### src/rtl/tpm_pkg.sv
package tpm_pkg;
   typedef enum logic [0:0] {
      TPM_IDLE = 1'b0,
      TPM_RUN  = 1'b1
   } tpm_state_e;
endpackage

### src/rtl/tpm_find_first.sv
module tpm_find_first #(
   parameter int N     = 8,
   parameter int OUT_W = 4
) (
   input  logic [N-1:0]     vec,
   output logic             hit,
   output logic [OUT_W-1:0] idx
);
   always_comb begin
      hit = |vec;
      idx = '0;
      for (int k = N - 1; k >= 0; k--) begin
         if (vec[k]) idx = OUT_W'(k);
      end
   end
endmodule

### src/rtl/tpm_cursor.sv
module tpm_cursor #(
   parameter int VL_MAX = 8,
   parameter int CNT_W  = 4
) (
   input  logic              clk,
   input  logic              rst_n,
   input  logic              load,
   input  logic              vec_in,
   input  logic [VL_MAX-1:0] pred_in,
   input  logic              adv,
   input  logic [CNT_W-1:0]  vl_eff,
   output logic              found,
   output logic [CNT_W-1:0]  pos
);
   logic [CNT_W-1:0]  cur;
   logic [VL_MAX-1:0] pred_q;
   logic              vec_q;
   logic [VL_MAX-1:0] window;
   logic              any_hit;
   logic [CNT_W-1:0]  first_idx;

   // elements enabled, at or past the cursor, and inside the vector length
   for (genvar g = 0; g < VL_MAX; g++) begin : g_win
      localparam logic [CNT_W-1:0] GI = CNT_W'(g);
      assign window[g] = pred_q[g] && (GI >= cur) && (GI < vl_eff);
   end

   tpm_find_first #(.N(VL_MAX), .OUT_W(CNT_W)) u_first (
      .vec (window),
      .hit (any_hit),
      .idx (first_idx)
   );

   assign found = vec_q ? any_hit   : (cur < vl_eff);
   assign pos   = vec_q ? first_idx : cur;

   always_ff @(posedge clk or negedge rst_n) begin
      if (!rst_n) begin
         cur    <= '0;
         pred_q <= '0;
         vec_q  <= 1'b0;
      end else if (load) begin
         cur    <= '0;
         pred_q <= pred_in;
         vec_q  <= vec_in;
      end else if (adv && vec_q) begin
         cur <= pos + CNT_W'(1);
      end
   end
endmodule

### src/rtl/twin_pred_mv_seq.sv
module twin_pred_mv_seq #(
   parameter int VL_MAX = 8,
   parameter int REG_W  = 5,
   localparam int CNT_W = $clog2(VL_MAX + 1)
) (
   input  logic              clk,
   input  logic              rst_n,
   input  logic              start,
   input  logic [REG_W-1:0]  src_base,
   input  logic [REG_W-1:0]  dst_base,
   input  logic              src_vec,
   input  logic              dst_vec,
   input  logic [VL_MAX-1:0] src_pred,
   input  logic [VL_MAX-1:0] dst_pred,
   input  logic [CNT_W-1:0]  vl,
   output logic              mv_valid,
   input  logic              mv_ready,
   output logic [REG_W-1:0]  mv_src,
   output logic [REG_W-1:0]  mv_dst,
   output logic              busy,
   output logic              done
);
   import tpm_pkg::*;

   localparam logic [CNT_W-1:0] VL_CAP = CNT_W'(VL_MAX);

   if (VL_MAX < 1) begin : g_bad_len
      $error("VL_MAX must be at least 1");
   end
   if (REG_W < 1) begin : g_bad_regw
      $error("REG_W must be at least 1");
   end

   tpm_state_e       state;
   logic [REG_W-1:0] src_base_q, dst_base_q;
   logic [CNT_W-1:0] vl_q, vl_in;
   logic             last_q, done_q;
   logic             accept, fire, finish, both_scalar;
   logic             s_found, d_found;
   logic [CNT_W-1:0] s_pos, d_pos;
   logic             src_vec_q, dst_vec_q;

   assign vl_in  = (vl > VL_CAP) ? VL_CAP : vl;
   assign accept = start && (state == TPM_IDLE);

   tpm_cursor #(.VL_MAX(VL_MAX), .CNT_W(CNT_W)) u_src_cur (
      .clk (clk), .rst_n (rst_n), .load (accept), .vec_in (src_vec),
      .pred_in (src_pred), .adv (fire), .vl_eff (vl_q),
      .found (s_found), .pos (s_pos)
   );

   tpm_cursor #(.VL_MAX(VL_MAX), .CNT_W(CNT_W)) u_dst_cur (
      .clk (clk), .rst_n (rst_n), .load (accept), .vec_in (dst_vec),
      .pred_in (dst_pred), .adv (fire), .vl_eff (vl_q),
      .found (d_found), .pos (d_pos)
   );

   assign both_scalar = !src_vec_q && !dst_vec_q;
   assign finish      = last_q || !s_found || !d_found;
   assign mv_valid    = (state == TPM_RUN) && !finish;
   assign fire        = mv_valid && mv_ready;
   assign mv_src      = src_base_q + REG_W'(s_pos);
   assign mv_dst      = dst_base_q + REG_W'(d_pos);
   assign busy        = (state == TPM_RUN);
   assign done        = done_q;

   always_ff @(posedge clk or negedge rst_n) begin
      if (!rst_n) begin
         state      <= TPM_IDLE;
         src_base_q <= '0;
         dst_base_q <= '0;
         vl_q       <= '0;
         src_vec_q  <= 1'b0;
         dst_vec_q  <= 1'b0;
         last_q     <= 1'b0;
         done_q     <= 1'b0;
      end else begin
         done_q <= 1'b0;
         if (accept) begin
            state      <= TPM_RUN;
            src_base_q <= src_base;
            dst_base_q <= dst_base;
            vl_q       <= vl_in;
            src_vec_q  <= src_vec;
            dst_vec_q  <= dst_vec;
            last_q     <= 1'b0;
         end else if (state == TPM_RUN) begin
            if (finish) begin
               state  <= TPM_IDLE;
               done_q <= 1'b1;
            end else if (fire && both_scalar) begin
               last_q <= 1'b1;
            end
         end
      end
   end
endmodule

### config.mk
export PLATFORM = sky130hd
export DESIGN_NAME = twin_pred_mv_seq
export DESIGN_NICKNAME = d
export VERILOG_FILES = /design/src/rtl/tpm_pkg.sv /design/src/rtl/tpm_find_first.sv /design/src/rtl/tpm_cursor.sv /design/src/rtl/twin_pred_mv_seq.sv
export SDC_FILE = /design/constraint.sdc
export NUM_CORES = 1
export LEC_CHECK = 0
export BUFFER_PORTS_ARGS = -buffer_cell sky130_fd_sc_hd__buf_2
export CAP_MARGIN = 20
export CORE_MARGIN = 2
export CORE_UTILIZATION = 55
export CTS_BUF_LIST = sky130_fd_sc_hd__clkbuf_2 sky130_fd_sc_hd__clkbuf_4 sky130_fd_sc_hd__clkbuf_8
export DETAILED_ROUTE_END_ITERATION = 12
export GPL_TIMING_DRIVEN = 0
export PLACE_DENSITY = 0.82
export SYNTH_ARGS = -nofsm -noshare
export SYNTH_HDL_FRONTEND = slang
export SYNTH_HIERARCHICAL = 1
export SYNTH_SLANG_ARGS = --single-unit
### constraint.sdc
create_clock -name clk -period 4 [get_ports clk]
set_input_delay 0.6 -clock clk [delete_from_list [all_inputs] [get_ports clk]]
set_output_delay 0.6 -clock clk [all_outputs]
set_load 0.005 [all_outputs]
# Word-level counts from Yosys, hierarchy flattened
# Index checks and enable logic that the tools add are counted.
[classes]
n_addsub = 4
n_mul = 0
div = 0
magnitude_cmp = 27
n_eq_ne = 1
n_shift = 0
mux = 35
n_bitwise = 1
reduce_logical = 53
[ops]
columns = ["op", "n"]
rows = [
  ["4-bit two-way mux", 21],
  ["1-bit logical AND", 39],
  ["3-bit by 4-bit >= comparator with 1-bit output, first input constant", 8],
  ["1-bit by 4-bit >= comparator with 1-bit output, first input constant", 4],
  ["2-bit by 4-bit >= comparator with 1-bit output, first input constant", 4],
  ["3-bit by 4-bit less-than comparator with 1-bit output, first input constant", 4],
  ["8-bit OR reduction", 2],
  ["1-bit two-way mux", 12],
  ["5-bit by 4-bit adder with 5-bit output", 2],
  ["4-bit by 1-bit adder with 4-bit output, second input constant", 2],
  ["1-bit by 4-bit less-than comparator with 1-bit output, first input constant", 2],
  ["2-bit by 4-bit less-than comparator with 1-bit output, first input constant", 2],
  ["4-bit less-than comparator", 2],
  ["2-bit nonzero test", 4],
  ["3-bit two-way mux", 2],
  ["1-bit zero test", 5],
  ["4-bit > comparator, second input constant", 1],
  ["3-bit AND reduction", 1],
  ["1-bit logical OR", 2],
  ["2-bit != test, second input constant", 1],
  ["1-bit NOT", 1],
]
[word_totals]
register_bits = 43
latch_bits = 0
mem_bits_rw = 0
rom_bits = 0
memories = 0

# Depth between registers and ports, before layout
[depth]
depth_word = 16
ltp_mapped = 13

# Hierarchy
# Netlist, hierarchy kept.
[modules_own_cells]
columns = ["mod", "instances", "cells_each", "area_each_um2"]
rows = [
  ["tpm_cursor", 2, 81, 810.8],
  ["twin_pred_mv_seq", 1, 108, 1017.2],
  ["tpm_find_first", 2, 15, 92.6],
]

# Worst setup path after synthesis
# No wires, ideal clock.
[synth_path]
path_kind = "reg-to-output"
startpoint = "register vl_q[2]"
endpoint = "output mv_src[4]"
arrival_time_ps = 2993
t_required_ps = 3400
slack_ps = 407
path_stages_with_launch = 12
n_path_buf = 0
cell_sequence = "dfrtp_1 -> a21oi_1 -> a2111oi_0 -> a21oi_1 -> o41ai_1 -> mux2_2 -> ha_1 -> inv_1 -> fa_1 -> nand2b_1 -> a21oi_1 -> xor2_1"
[synth_via]
word_cells_on_any_way = 26
[synth_rtl]
columns = ["element", "line", "text"]
rows = [
  ["start, declared", "twin_pred_mv_seq.sv:36", "logic [CNT_W-1:0] vl_q, vl_in;"],
  ["start signal, assigned", "twin_pred_mv_seq.sv:83", "vl_q <= vl_in;"],
  ["3-bit by 4-bit less-than comparator with 1-bit output", "tpm_cursor.sv:25", "assign window[g] = pred_q[g] && (GI >= cur) && (GI < vl_eff);"],
  ["1-bit logical AND", "tpm_cursor.sv:25", ""],
  ["via u_src_cur.window[5]", "tpm_cursor.sv:18", "logic [VL_MAX-1:0] window;"],
  ["4-bit two-way mux (6 in series)", "tpm_find_first.sv:13", "if (vec[k]) idx = OUT_W'(k);"],
  ["via u_src_cur.first_idx[0]", "tpm_cursor.sv:20", "logic [CNT_W-1:0] first_idx;"],
  ["4-bit two-way mux", "tpm_cursor.sv:35", "assign pos = vec_q ? first_idx : cur;"],
  ["via s_pos[0]", "twin_pred_mv_seq.sv:40", "logic [CNT_W-1:0] s_pos, d_pos;"],
  ["5-bit by 4-bit adder with 5-bit output", "twin_pred_mv_seq.sv:62", "assign mv_src = src_base_q + REG_W'(s_pos);"],
  ["end, declared", "twin_pred_mv_seq.sv:18", "output logic [REG_W-1:0] mv_src,"],
]
# The timed path passes the listed nets, and every way through them passes these cells.

# Worst setup path in the final report
[layout_path]
startpoint = "register vl_q[0]"
endpoint = "output mv_dst[4]"
[layout_via]
word_cells_on_any_way = 26
[layout_rtl]
columns = ["element", "line", "text"]
rows = [
  ["3-bit by 4-bit less-than comparator with 1-bit output", "tpm_cursor.sv:25", ""],
  ["1-bit logical AND", "tpm_cursor.sv:25", ""],
  ["via u_dst_cur.window[6]", "tpm_cursor.sv:18", ""],
  ["4-bit two-way mux (7 in series)", "tpm_find_first.sv:13", ""],
  ["via u_dst_cur.first_idx[0]", "tpm_cursor.sv:20", ""],
  ["4-bit two-way mux", "tpm_cursor.sv:35", ""],
  ["via d_pos[0]", "twin_pred_mv_seq.sv:40", ""],
  ["5-bit by 4-bit adder with 5-bit output", "twin_pred_mv_seq.sv:63", "assign mv_dst = dst_base_q + REG_W'(d_pos);"],
  ["end, declared", "twin_pred_mv_seq.sv:19", "output logic [REG_W-1:0] mv_dst,"],
]
# The timed path passes the listed nets, and every way through them passes these cells.

==> flow_summary_export.csv <==
group,metric,value,unit
status,status,"complete, no violations",
placement,port_buffers,48,
clock_network,cts_buffers,5,
die,fp.coreArea,0.00504,mm^2
clock_network,cts.sinks,45,
worst_setup_path,critPathLaunchType,"flop",
synth,yosys_warnings,6,
die,ioPinCount,49,
die,row_count,26,
synth,synth_top_area_share,39.9,%
route,ant_nets,0,
finish,n_antenna_cell,0,
clock_network,clockRootBuffer,"clkbuf_8",
job,maxCapViolCount,0,
global_route,grt_pass1_wl,9800,um
worst_setup_path,crit_chain,"a31oi_1, nor4bb_2, inv_1, a21oi_1, o41ai_2, mux2_2, ha_1, fa_2, a21o_1, a21oi_1, xnor2_1, buf_2",
sta,finalSetupViolCount,0,
global_route,grt_util_all_layers,22.7,%
worst_setup_path,crit_family,"compound AO/OA/AOI/OAI gates",
finish,multi_input_area,0.00165,mm^2
clock_network,clk_pin_slew_worst_paths,90,ps
route,initialDrtViolationCount,183,
die,die_w,75.7,um
global_route,grt_pass1_vias,2126,
die,die_y,75.7,um
sta,fin_crit_sh,96.9,%
die,initial_core_util,56.0,%
pwr,peakVddDrop,0.000385,V
sta,clock_skew,8.42,ps
worst_setup_path,crit_slowest_cell,"dfrtp_1",
finish,fill_cells,402,
synth,ys_top_cells_by_area,"dfrtp_1, nand2_1, ha_1, mux2_2, o21ai_0",
synth,async_reset_ff_share,100,%
worst_setup_path,max_stage_delay,530,ps
route,routed_wl,6640,um
finish,fin_area,0.00347,mm^2
route,wire_per_inst,15.2,um
pwr,cellPowerDensity,881,mW/mm^2
pwr,power.leakage,1.69,nW
synth,ys_seq_area_share,39.9,%
route,drtPass1Iterations,4,
finish,seqCellArea,0.00114,mm^2
worst_setup_path,arrival,3280,ps
synth,synth_ff_type,"dfrtp_1",
worst_setup_path,critical_path_class,"flop to output pin",
die,dieArea,0.00572,mm^2
placement,finalWeightedCongestion,0.920,
worst_setup_path,worst_setup_path_end_kind,"output pin",
finish,area_growth,23.0,%
sta,holdWs,135,ps
worst_setup_path,timing.critical_path.buf_inv,2,
sta,min_period,3880,ps
synth,syn-num-nets,354,
route,vias,2384,
finish,nets,421,
worst_setup_path,critPathMostFrequentCell,"a21oi_1",
synth,yosys-top-cells-count,"nand2_1, dfrtp_1, inv_1, nor2_1, o21ai_0",
synth,yosys.area.top_type,"dfrtp_1",
synth,yosys_register_bits,45,
synth,synthCells,300,
finish,drive_above_1_share,33.4,%
worst_setup_path,crit_required,3400,ps
worst_setup_path,path_max_fanout,9,
sta,slew_viol_final,0,
clock_network,cts_tree,"yes",
placement,place_hpwl,4440,um
route,viasPerCell,5.44,
sta,hold_violations,0,
clock_network,clk_latency,300,ps
clock_network,cts.path.max_buffers,2,
synth,synth_edf_count,0,
synth,avgSynthCellArea,9.41,um^2
min_path,min_path_type,"input pin to asynchronous set/reset pin",
sta,fmax,258,MHz
route,drc,0,
global_route,antenna_found_initial,0,
clock_network,htreeDepth,2,
synth,post_synth_num_cell_types,47,
global_route,grt_overflow,0,
global_route,grt_start_max_net_pins,46,
sta,layout_setup_ws,123,ps
sta,slew_headroom,49.6,%
synth,synth_area,0.00282,mm^2
placement,place_area,0.00315,mm^2
placement,pre_cts_slack,-255,ps
synth,synth_most_common_cell,"nand2_1",
sta,tightest_slew,754,ps
sta,setup_tns,0,ps
-- final timing paths --
check                                    startpoint                  end  slack, ps  cells after the start
worst min register to register  u_src_cur/pred_q[3]  u_src_cur/pred_q[3]        490                      1
worst min-delay path                          rst_n  u_src_cur/pred_q[2]        130                      1
worst max register to register     u_src_cur/cur[2]     u_dst_cur/cur[3]       1050                     12
min in group clk                        src_base[2]        src_base_q[2]        480                      3
worst max-delay path                        vl_q[0]            mv_dst[4]        120                     12
max in group asynchronous                     rst_n     u_dst_cur/cur[1]       3380                      2
-- registers in the layout (all words and copies together) (netlist names) --
name,cells
u_dst_cur/pred_q,8
u_src_cur/pred_q,8
dst_base_q,5
src_base_q,5
u_dst_cur/cur,4
u_src_cur/cur,4
vl_q,4
busy,1
done,1
dst_vec_q,1
last_q,1
src_vec_q,1
u_dst_cur/vec_q,1
u_src_cur/vec_q,1
-- layout by cell type, fill, tap and decap left out, types with 3 or more instances in the layout --
cell type / synthesis / routed
a211oi_1: 6 / 6
o21ai_0: 17 / 16
xor2_1: 4 / 4
buf_6: 4 / 4
nand2_1: 54 / 54
mux2_1: 4 / 4
nand3_1: 6 / 6
a21oi_1: 12 / 12
clkbuf_8: 0 / 5
mux2_4: 2 / 3
mux2_2: 16 / 15
nor2_1: 17 / 17
a21o_1: 3 / 3
nor4_2: 2 / 4
dfrtp_1: 45 / 37
buf_2: 5 / 54
dfrtp_2: 0 / 8
nand2b_1: 3 / 3
ha_1: 16 / 16
nor3_1: 4 / 3
xnor2_1: 6 / 6
buf_4: 2 / 12
nand3b_1: 3 / 3
inv_1: 20 / 20
a2111oi_4: 0 / 3
nor2b_1: 4 / 4
mux2i_1: 4 / 4
-- timing repair --
item / CTS / global route
setup endpoints to repair: 7 / 4
buffers inserted: 5 / 6
hold buffers: 0 / 0
resized for setup: 11 / 19
pin swaps: 1 / 3
-- through the flow --
| stage | cells | power, W | utilization (%) |
|---|---|---|---|
| final | 438 | 0.00306 | 68.9 |
| after global routing | 438 | 0.00329 | 68.9 |
| after CTS | 431 | 0.00287 | 65.7 |
| after detailed placement | 418 | 0.00249 | 62.5 |
| after global placement | 418 | 0.00241 | 62.5 |
| after floorplan | 300 | 0.00200 | - |
-- layer usage --
layer | global-route usage [%] | share of wire [%]
met5 | 0 | 0
met4 | 6.24 | 1.0
met3 | 4.10 | 4.2
met2 | 36.5 | 48
met1 | 31.8 | 46
-- where the power goes --
group	internal (W)	leakage, nW	total [W]	switching [W]
clock network	0.000121	0.0439	0.000277	0.000157
logic	0.000944	1.10	0.00194	0.000994
registers	0.000656	0.549	0.000846	0.000190
total	0.00172	1.69	0.00306	0.00134
-- final cells by class --
cell class | count | area share, %
tap | 70 | 2.52
inverter | 21 | 2.34
clock inverter | 3 | 0.504
multi-input combinational | 221 | 47.5
sequential | 45 | 32.7
buffer | 13 | 2.66
timing repair buffer | 60 | 9.79
clock buffer | 5 | 1.98
-- cells by family after synthesis --
logic type	after synthesis	share of synthesized area, %
AOI/OAI and AO/OA	54	12.4
xor gates and xnor gates	10	3.10
adders and majority gates	18	8.51
buffers and inverters	34	6.16
DFF	45	39.9
muxes	26	10.5
other	2	0.266
and+or+nand+nor	111	19.2
No activity file was read; power rests on OpenSTA's default activity.
